--- src/rtl/hbus_pkg.sv ---
package hbus_pkg;

   typedef enum logic [2:0] {
      ST_IDLE  = 3'd0,
      ST_ADDR  = 3'd1,
      ST_STRB  = 3'd2,
      ST_HOLD  = 3'd3,
      ST_DRAIN = 3'd4
   } seq_state_e;

   localparam logic [2:0] TY_DREAD  = 3'b000;
   localparam logic [2:0] TY_DWRITE = 3'b001;
   localparam logic [2:0] TY_PREAD  = 3'b010;
   localparam logic [2:0] TY_IACK   = 3'b111;

   localparam logic [2:0] FC_NONE  = 3'b000;
   localparam logic [2:0] FC_SDATA = 3'b101;
   localparam logic [2:0] FC_SPROG = 3'b110;
   localparam logic [2:0] FC_IACK  = 3'b111;

   localparam logic [7:0] AUTOVEC_BASE = 8'd24;

   function automatic logic [2:0] fc_of(input logic [2:0] ty);
      logic [2:0] fc;
      case (ty)
         TY_PREAD: fc = FC_SPROG;
         TY_IACK:  fc = FC_IACK;
         default:  fc = FC_SDATA;
      endcase
      return fc;
   endfunction

endpackage

--- src/rtl/hbus_sync.sv ---
module hbus_sync #(
   parameter int   W       = 2,
   parameter int   STAGES  = 2,
   parameter logic RST_VAL = 1'b1
) (
   input  logic         clk,
   input  logic         rst_n,
   input  logic [W-1:0] d,
   output logic [W-1:0] q
);

   generate
      if (STAGES < 2) begin : g_bad_stages
         $error("hbus_sync: STAGES must be at least 2");
      end
      if (W < 1) begin : g_bad_width
         $error("hbus_sync: W must be positive");
      end
   endgenerate

   logic [W-1:0] stg_q [STAGES];

   always_ff @(posedge clk or negedge rst_n) begin
      if (!rst_n) begin
         for (int i = 0; i < STAGES; i++) stg_q[i] <= {W{RST_VAL}};
      end else begin
         stg_q[0] <= d;
         for (int i = 1; i < STAGES; i++) stg_q[i] <= stg_q[i-1];
      end
   end

   assign q = stg_q[STAGES-1];

endmodule

--- src/rtl/hbus_slow_match.sv ---
module hbus_slow_match #(
   parameter int          ADDR_W    = 24,
   parameter logic [31:0] SLOW_BASE = 32'h0001_8020
) (
   input  logic [ADDR_W-1:0] addr,
   output logic              hit
);

   localparam logic [ADDR_W-1:0] LO_A = SLOW_BASE[ADDR_W-1:0];
   localparam logic [ADDR_W-1:0] HI_A = LO_A + ADDR_W'(1);

   generate
      if (SLOW_BASE[0] != 1'b0) begin : g_bad_base
         $error("hbus_slow_match: SLOW_BASE must be even");
      end
   endgenerate

   // Both bytes of the slow register word are matched.
   assign hit = (addr == LO_A) || (addr == HI_A);

endmodule

--- src/rtl/hbus_hold_cnt.sv ---
module hbus_hold_cnt #(
   parameter int DLY = 4
) (
   input  logic clk,
   input  logic rst_n,
   input  logic run,
   output logic last
);

   generate
      if (DLY < 0) begin : g_bad_dly
         $error("hbus_hold_cnt: DLY must not be negative");
      end else if (DLY == 0) begin : g_none
         assign last = 1'b1;
      end else begin : g_cnt
         localparam int             CW     = $clog2(DLY + 1);
         localparam logic [CW-1:0] LAST_V = CW'(DLY - 1);

         logic [CW-1:0] cnt_q;

         always_ff @(posedge clk or negedge rst_n) begin
            if (!rst_n)                        cnt_q <= '0;
            else if (!run || cnt_q == LAST_V)  cnt_q <= '0;
            else                               cnt_q <= cnt_q + 1'b1;
         end

         assign last = run && (cnt_q == LAST_V);

         // the hold window never counts past its programmed length
         p_hold_bound_r13: assert property (@(posedge clk) disable iff (!rst_n)
            cnt_q <= LAST_V);
         // every hold window starts from a cleared count
         p_hold_start_r13: assert property (@(posedge clk) disable iff (!rst_n)
            $rose(run) |-> (cnt_q == '0));
      end
   endgenerate

endmodule

--- src/rtl/hbus_cycle_seq.sv ---
module hbus_cycle_seq
   import hbus_pkg::*;
#(
   parameter int          ADDR_W      = 24,
   parameter int          DATA_W      = 16,
   parameter int          SYNC_STAGES = 2,
   parameter int          SLOW_DLY    = 4,
   parameter logic [31:0] SLOW_BASE   = 32'h0001_8020
) (
   input  logic              clk,
   input  logic              rst_n,
   input  logic              req_valid,
   output logic              req_ready,
   input  logic [2:0]        req_type,
   input  logic [ADDR_W-1:0] req_addr,
   input  logic [1:0]        req_be,
   input  logic [DATA_W-1:0] req_wdata,
   output logic              rsp_valid,
   output logic [DATA_W-1:0] rsp_data,
   output logic [ADDR_W-1:1] bus_addr,
   output logic [2:0]        bus_fc,
   output logic              bus_rw,
   output logic              bus_as_n,
   output logic              bus_uds_n,
   output logic              bus_lds_n,
   output logic [DATA_W-1:0] bus_dout,
   output logic              bus_doe,
   input  logic [DATA_W-1:0] bus_din,
   input  logic              bus_dtack_n,
   input  logic              bus_vpa_n
);

   localparam int  HI_W     = ADDR_W - 4;
   localparam int  VEC_PAD  = DATA_W - 8;
   localparam bit  HAS_SLOW = (SLOW_DLY > 0);

   generate
      if (DATA_W != 16) begin : g_bad_data
         $error("hbus_cycle_seq: DATA_W must be 16");
      end
      if (ADDR_W < 8 || ADDR_W > 32) begin : g_bad_addr
         $error("hbus_cycle_seq: ADDR_W must lie in 8..32");
      end
      if (SYNC_STAGES < 2) begin : g_bad_sync
         $error("hbus_cycle_seq: SYNC_STAGES must be at least 2");
      end
   endgenerate

   seq_state_e        state_q, state_d;
   logic [2:0]        ty_q;
   logic [ADDR_W-1:0] addr_q;
   logic [1:0]        be_q;
   logic [DATA_W-1:0] wd_q;
   logic [DATA_W-1:0] rsp_q, rsp_d;
   logic              rspv_q, rspv_d;

   // Acknowledge synchronizers
   logic dtack_s, vpa_s;
   hbus_sync #(.W(2), .STAGES(SYNC_STAGES), .RST_VAL(1'b1)) u_sync (
      .clk   (clk),
      .rst_n (rst_n),
      .d     ({bus_dtack_n, bus_vpa_n}),
      .q     ({dtack_s, vpa_s})
   );

   // Slow register pair decode
   logic slow_hit;
   hbus_slow_match #(.ADDR_W(ADDR_W), .SLOW_BASE(SLOW_BASE)) u_slow (
      .addr (addr_q),
      .hit  (slow_hit)
   );

   // Extra strobe time for the slow pair
   logic hold_run, hold_last;
   assign hold_run = (state_q == ST_HOLD);
   hbus_hold_cnt #(.DLY(SLOW_DLY)) u_hold (
      .clk   (clk),
      .rst_n (rst_n),
      .run   (hold_run),
      .last  (hold_last)
   );

   logic       is_iack, is_wr, want_hold, ack_vpa, ack_dt;
   logic [2:0] lvl;
   logic [7:0] autovec;

   assign is_iack   = (ty_q == TY_IACK);
   assign is_wr     = (ty_q == TY_DWRITE);
   assign lvl       = addr_q[3:1];
   assign autovec   = AUTOVEC_BASE + {5'd0, lvl};
   assign want_hold = HAS_SLOW && slow_hit && !is_iack;
   assign ack_vpa   = is_iack && !vpa_s;
   assign ack_dt    = !dtack_s;

   always_comb begin
      state_d = state_q;
      rsp_d   = rsp_q;
      rspv_d  = 1'b0;
      case (state_q)
         ST_IDLE: begin
            if (req_valid) state_d = ST_ADDR;
         end
         ST_ADDR: begin
            state_d = ST_STRB;
         end
         ST_STRB: begin
            if (ack_vpa) begin
               // autovector wins when seen no later than DTACK
               rsp_d   = {{VEC_PAD{1'b0}}, autovec};
               state_d = ST_DRAIN;
            end else if (ack_dt) begin
               if (is_iack)     rsp_d = {{VEC_PAD{1'b0}}, bus_din[7:0]};
               else if (!is_wr) rsp_d = bus_din;
               state_d = want_hold ? ST_HOLD : ST_DRAIN;
            end
         end
         ST_HOLD: begin
            if (hold_last) state_d = ST_DRAIN;
         end
         ST_DRAIN: begin
            // both acknowledges must be seen released before idling
            if (dtack_s && vpa_s) begin
               state_d = ST_IDLE;
               rspv_d  = 1'b1;
            end
         end
         default: state_d = ST_IDLE;
      endcase
   end

   always_ff @(posedge clk or negedge rst_n) begin
      if (!rst_n) begin
         state_q <= ST_IDLE;
         ty_q    <= TY_DREAD;
         addr_q  <= '0;
         be_q    <= '0;
         wd_q    <= '0;
         rsp_q   <= '0;
         rspv_q  <= 1'b0;
      end else begin
         state_q <= state_d;
         rsp_q   <= rsp_d;
         rspv_q  <= rspv_d;
         if (state_q == ST_IDLE && req_valid) begin
            ty_q   <= req_type;
            addr_q <= req_addr;
            be_q   <= req_be;
            wd_q   <= req_wdata;
         end
      end
   end

   logic bus_active, strobe_on;
   assign bus_active = (state_q == ST_ADDR) || (state_q == ST_STRB) || (state_q == ST_HOLD);
   assign strobe_on  = (state_q == ST_STRB) || (state_q == ST_HOLD);

   assign req_ready = (state_q == ST_IDLE);
   assign rsp_valid = rspv_q;
   assign rsp_data  = rsp_q;

   assign bus_addr  = is_iack ? {{HI_W{1'b1}}, lvl} : addr_q[ADDR_W-1:1];
   assign bus_fc    = bus_active ? fc_of(ty_q) : FC_NONE;
   assign bus_rw    = !(bus_active && is_wr);
   assign bus_as_n  = !strobe_on;
   assign bus_uds_n = !(strobe_on && !is_iack && be_q[1]);
   assign bus_lds_n = !(strobe_on && (is_iack || be_q[0]));
   assign bus_dout  = wd_q;
   assign bus_doe   = bus_active && is_wr;

   // idle is re-entered only after both acknowledges were released
   p_idle_after_release_r9: assert property (@(posedge clk) disable iff (!rst_n)
      $rose(req_ready) |-> ($past(bus_dtack_n, 3) && $past(bus_vpa_n, 3)));
   // address, direction and function code settle before the strobe falls
   p_addr_setup_r3: assert property (@(posedge clk) disable iff (!rst_n)
      $fell(bus_as_n) |-> ($stable(bus_addr) && $stable(bus_fc) && $stable(bus_rw)));
   // all strobes are released in the same clock
   p_strobe_release_r3: assert property (@(posedge clk) disable iff (!rst_n)
      $rose(bus_as_n) |-> (bus_uds_n && bus_lds_n));
   // a strobed write always has its data driven
   p_write_drive_r6: assert property (@(posedge clk) disable iff (!rst_n)
      (!bus_as_n && !bus_rw) |-> bus_doe);
   // the completion indication lasts a single clock
   p_rsp_pulse_r2: assert property (@(posedge clk) disable iff (!rst_n)
      rsp_valid |=> !rsp_valid);
   // no completion while a request is still being taken
   p_rsp_ready_r2: assert property (@(posedge clk) disable iff (!rst_n)
      rsp_valid |-> req_ready);

endmodule

--- config.mk ---
export PLATFORM = sky130hd
export DESIGN_NAME = hbus_cycle_seq
export DESIGN_NICKNAME = d
export VERILOG_FILES = /design/src/rtl/hbus_pkg.sv /design/src/rtl/hbus_sync.sv /design/src/rtl/hbus_slow_match.sv /design/src/rtl/hbus_hold_cnt.sv /design/src/rtl/hbus_cycle_seq.sv
export SDC_FILE = /design/constraint.sdc
export NUM_CORES = 1
export LEC_CHECK = 0
export ABC_CLOCK_PERIOD_IN_PS = 2000
export BUFFER_PORTS_ARGS = -buffer_cell sky130_fd_sc_hd__buf_2
export CORE_UTILIZATION = 30
export CTS_CLUSTER_DIAMETER = 100
export CTS_CLUSTER_SIZE = 28
export DETAILED_ROUTE_END_ITERATION = 10
export PLACE_DENSITY = 0.56
export SLEW_MARGIN = 20
export SYNTH_ARGS = -nofsm -noshare
export SYNTH_HDL_FRONTEND = slang
export SYNTH_SLANG_ARGS = --single-unit
--- constraint.sdc ---
create_clock -name clk -period 2 [get_ports clk]
set_input_delay 0.3 -clock clk [delete_from_list [all_inputs] [get_ports clk]]
set_output_delay 0.3 -clock clk [all_outputs]
set_load 0.005 [all_outputs]
==> flow_metrics.tcl <==
set metrics [dict create \
    synth_flop_cell "dfrtp_1" \
    placement_rows 37 \
    yosys_warnings 0 \
    ys_seq_elements 71 \
    hold_path.class "in -> reg" \
    grt_max_degree 42 \
    post_drt_wl_per_cell_microns 13.7 \
    holdCritStartpoint "bus_dtack_n" \
    totalWireLength_mm 7.17 \
    dp.cells 509 \
    final_layout_size_suffix_gt1_frac 0.546 \
    clock-root-buffer "clkbuf_8" \
    nNetsFinal 453 \
    drv_cap 0 \
    crit_end "bus_fc[1]" \
    ir_drop_mv 0.562 \
    io_buffers 129 \
    final_cells 524 \
    num_vias 2333 \
    cts_buffer_depth 2 \
    layout_worst_path_cycle_share 0.916 \
    critPathMaxFanout 11 \
    first_global_vias 2318 \
    slew_headroom 0.582 \
    final_max_slew_viol_count 0 \
    synth_nets 319 \
    ioPinCount 131 \
    critPathKind "reg -> out" \
    required_ps 1700 \
    synth-simple-area-share 0.121 \
    antenna_found_initial 0 \
    reg2reg_depth 4 \
    worst_slew_pin_slew_ps 628 \
    netlist_instances 251 \
    crit_start "state_q[0]" \
    synth_compound_area_frac 0.0207 \
    async_flop_share 1.00 \
    setup_viol_count_final 0 \
    synthXorXnorAreaFrac 0.00274 \
    cts_setup_buffers 0 \
    grt_pass1_wl_mm 11.5 \
    drt-pass1-iter-count 4 \
    numClockSinks 71 \
    grt_setup_unrepaired "false" \
    die_h_microns 105 \
    antenna_cells 0 \
    powerDensity_nw_per_um2 1460 \
    final_common_cell "buf_2" \
    crit-reg2reg-launch "state_q[1]" \
    globalplace.congestion 0.767 \
    fin_crit_ps 1830 \
    hpwl_mm 5.29 \
    n_fill_cell 1036 \
    yosysSeqAreaShare 0.557 \
    syn_area_sq_um 3200 \
    synth.area.mux_share 0.221 \
    synth_top_family_by_area "multiplexers" \
    p_leak_uw 0.00210 \
    syn_avg_cell_area_sq_um 12.7 \
    initial_core_util 0.310 \
    fmax_ghz 0.546 \
    start_kind "register" \
    track_usage 0.135 \
    die_area_sq_um 11100 \
    r2r-end "rsp_data[2]" \
    worst-endpoint-arrival_ps 1530 \
    area_growth_pct 29.5 \
    fin_tns_setup_ps 0 \
    core-area_sq_um 10300 \
    reg2reg_slack_ps 190 \
    mostFrequentLayoutCells "128 x buf_2, 67 x dfrtp_1, 49 x mux2_2, 26 x nand2b_1, 17 x nand2_1" \
    htree_num_levels 3 \
    vias_per_cell 4.45 \
    ant_nets 0 \
    clock_latency_ps 340 \
    cts-buffers-inserted 9 \
    ys_types 35 \
    path_clk_slew_ps 70 \
    die_w_microns 105 \
    finalHoldViolations 0 \
    power_uw 6040 \
    synth_edf_count 0 \
    detail_route.iter0.violations 73 \
    status "complete, no violations" \
    drc 0 \
    overflow 0 \
    synth_fa_ha_area_frac 0.00782 \
    finClkSkew_ps 9.42 \
    end_kind "output pin" \
    cts_tree "built" \
]
per-stage QoR:
stage	setup WS, ps	hold WS (ps)	instance area, sq um	utilization
6_report	168	60.8	4140	0.401
5_1_grt	44.4	33.8	4140	0.401
4_1_cts	31.5	29.0	4140	0.401
3_5_place_dp	199	286	3960	0.383
3_3_place_gp	223	290	3960	0.383
2_1_floorplan	334	4.41	3200	-
power by group:
part / switching [uW] / internal, uW
clock: 508 / 502
combinational: 1080 / 1450
sequential: 416 / 2090
total: 2000 / 4040
sequential cells by signal, indices dropped and copies added (netlist names), 3 cells and up:
signal,flops
addr_q,23
u_hold.g_cnt.cnt_q,3
bus_dout,16
ty_q,3
rsp_data,16
state_q,3
final cells by class:
type | instances | area [sq um] | share of cell area
Sequential cell | 71 | 1780 | 0.430
Multi-Input combinational cell | 146 | 1190 | 0.289
Clock inverter | 3 | 20.0 | 0.00484
Tap cell | 136 | 170 | 0.0411
Clock buffer | 11 | 151 | 0.0366
Timing Repair Buffer | 140 | 758 | 0.183
Inverter | 17 | 63.8 | 0.0154
cells by family (layout without fill, tap and decap cells):
| family | after synthesis | count (layout) |
|---|---|---|
| compound gates | 10 | 10 |
| mux | 63 | 63 |
| simple gates | 70 | 70 |
| flops | 71 | 71 |
| xor+xnor | 1 | 1 |
| buf+inv | 34 | 171 |
| fa+ha+maj | 2 | 2 |
critical path, stage by stage (launching register included):
cell and delay (ps):
dfrtp_1 380, buf_4 170, o21ai_1 220, inv_1 120, and3_1 180, buf_2 130
how the worst min path moves through the flow:
| stage | to | slack [ps] | cells after the start |
|---|---|---|---|
| 2_1_floorplan | addr_q[10] | 4 | 0 |
| 3_3_place_gp | rsp_data[14] | 290 | 1 |
| 3_5_place_dp | rsp_data[14] | 290 | 1 |
| 4_1_cts | u_sync.stg_q[3] | 30 | 1 |
| 5_1_grt | u_sync.stg_q[2] | 30 | 1 |
| 6_report | u_sync.stg_q[3] | 60 | 1 |
metal layers:
layer,share of wire,vias to the layer above,GRT usage
li1,-,1112,-
met5,0,-,0
met1,0.47,1135,0.168
met4,0.013,0,0.0513
met2,0.46,76,0.216
met3,0.064,10,0.0470
Yosys cell counts (2+ instances only):
cell / n / share of area
nor2_1: 7 / 0.0082
mux2_2: 49 / 0.17
nand2_1: 17 / 0.020
mux2_4: 3 / 0.014
nand3_1: 4 / 0.0063
o21ai_0: 2 / 0.0031
inv_1: 16 / 0.019
clkbuf_1: 3 / 0.0035
ha_1: 2 / 0.0078
a21oi_1: 3 / 0.0047
dfrtp_1: 67 / 0.52
nand2b_1: 26 / 0.051
mux2i_1: 11 / 0.034
buf_4: 5 / 0.012
dfstp_2: 4 / 0.033
nand3b_1: 2 / 0.0047
nor4_1: 4 / 0.0078
buf_6: 8 / 0.028
or3_1: 2 / 0.0039
timing repair:
action                                  in CTS  in global routing
endpoints found under the setup margin       0                  2
hold buffers                                 1                  0
hold endpoints to repair                    32                  0
resized for setup                            0                  1
Note: power is estimated with default switching activity, not from simulation.
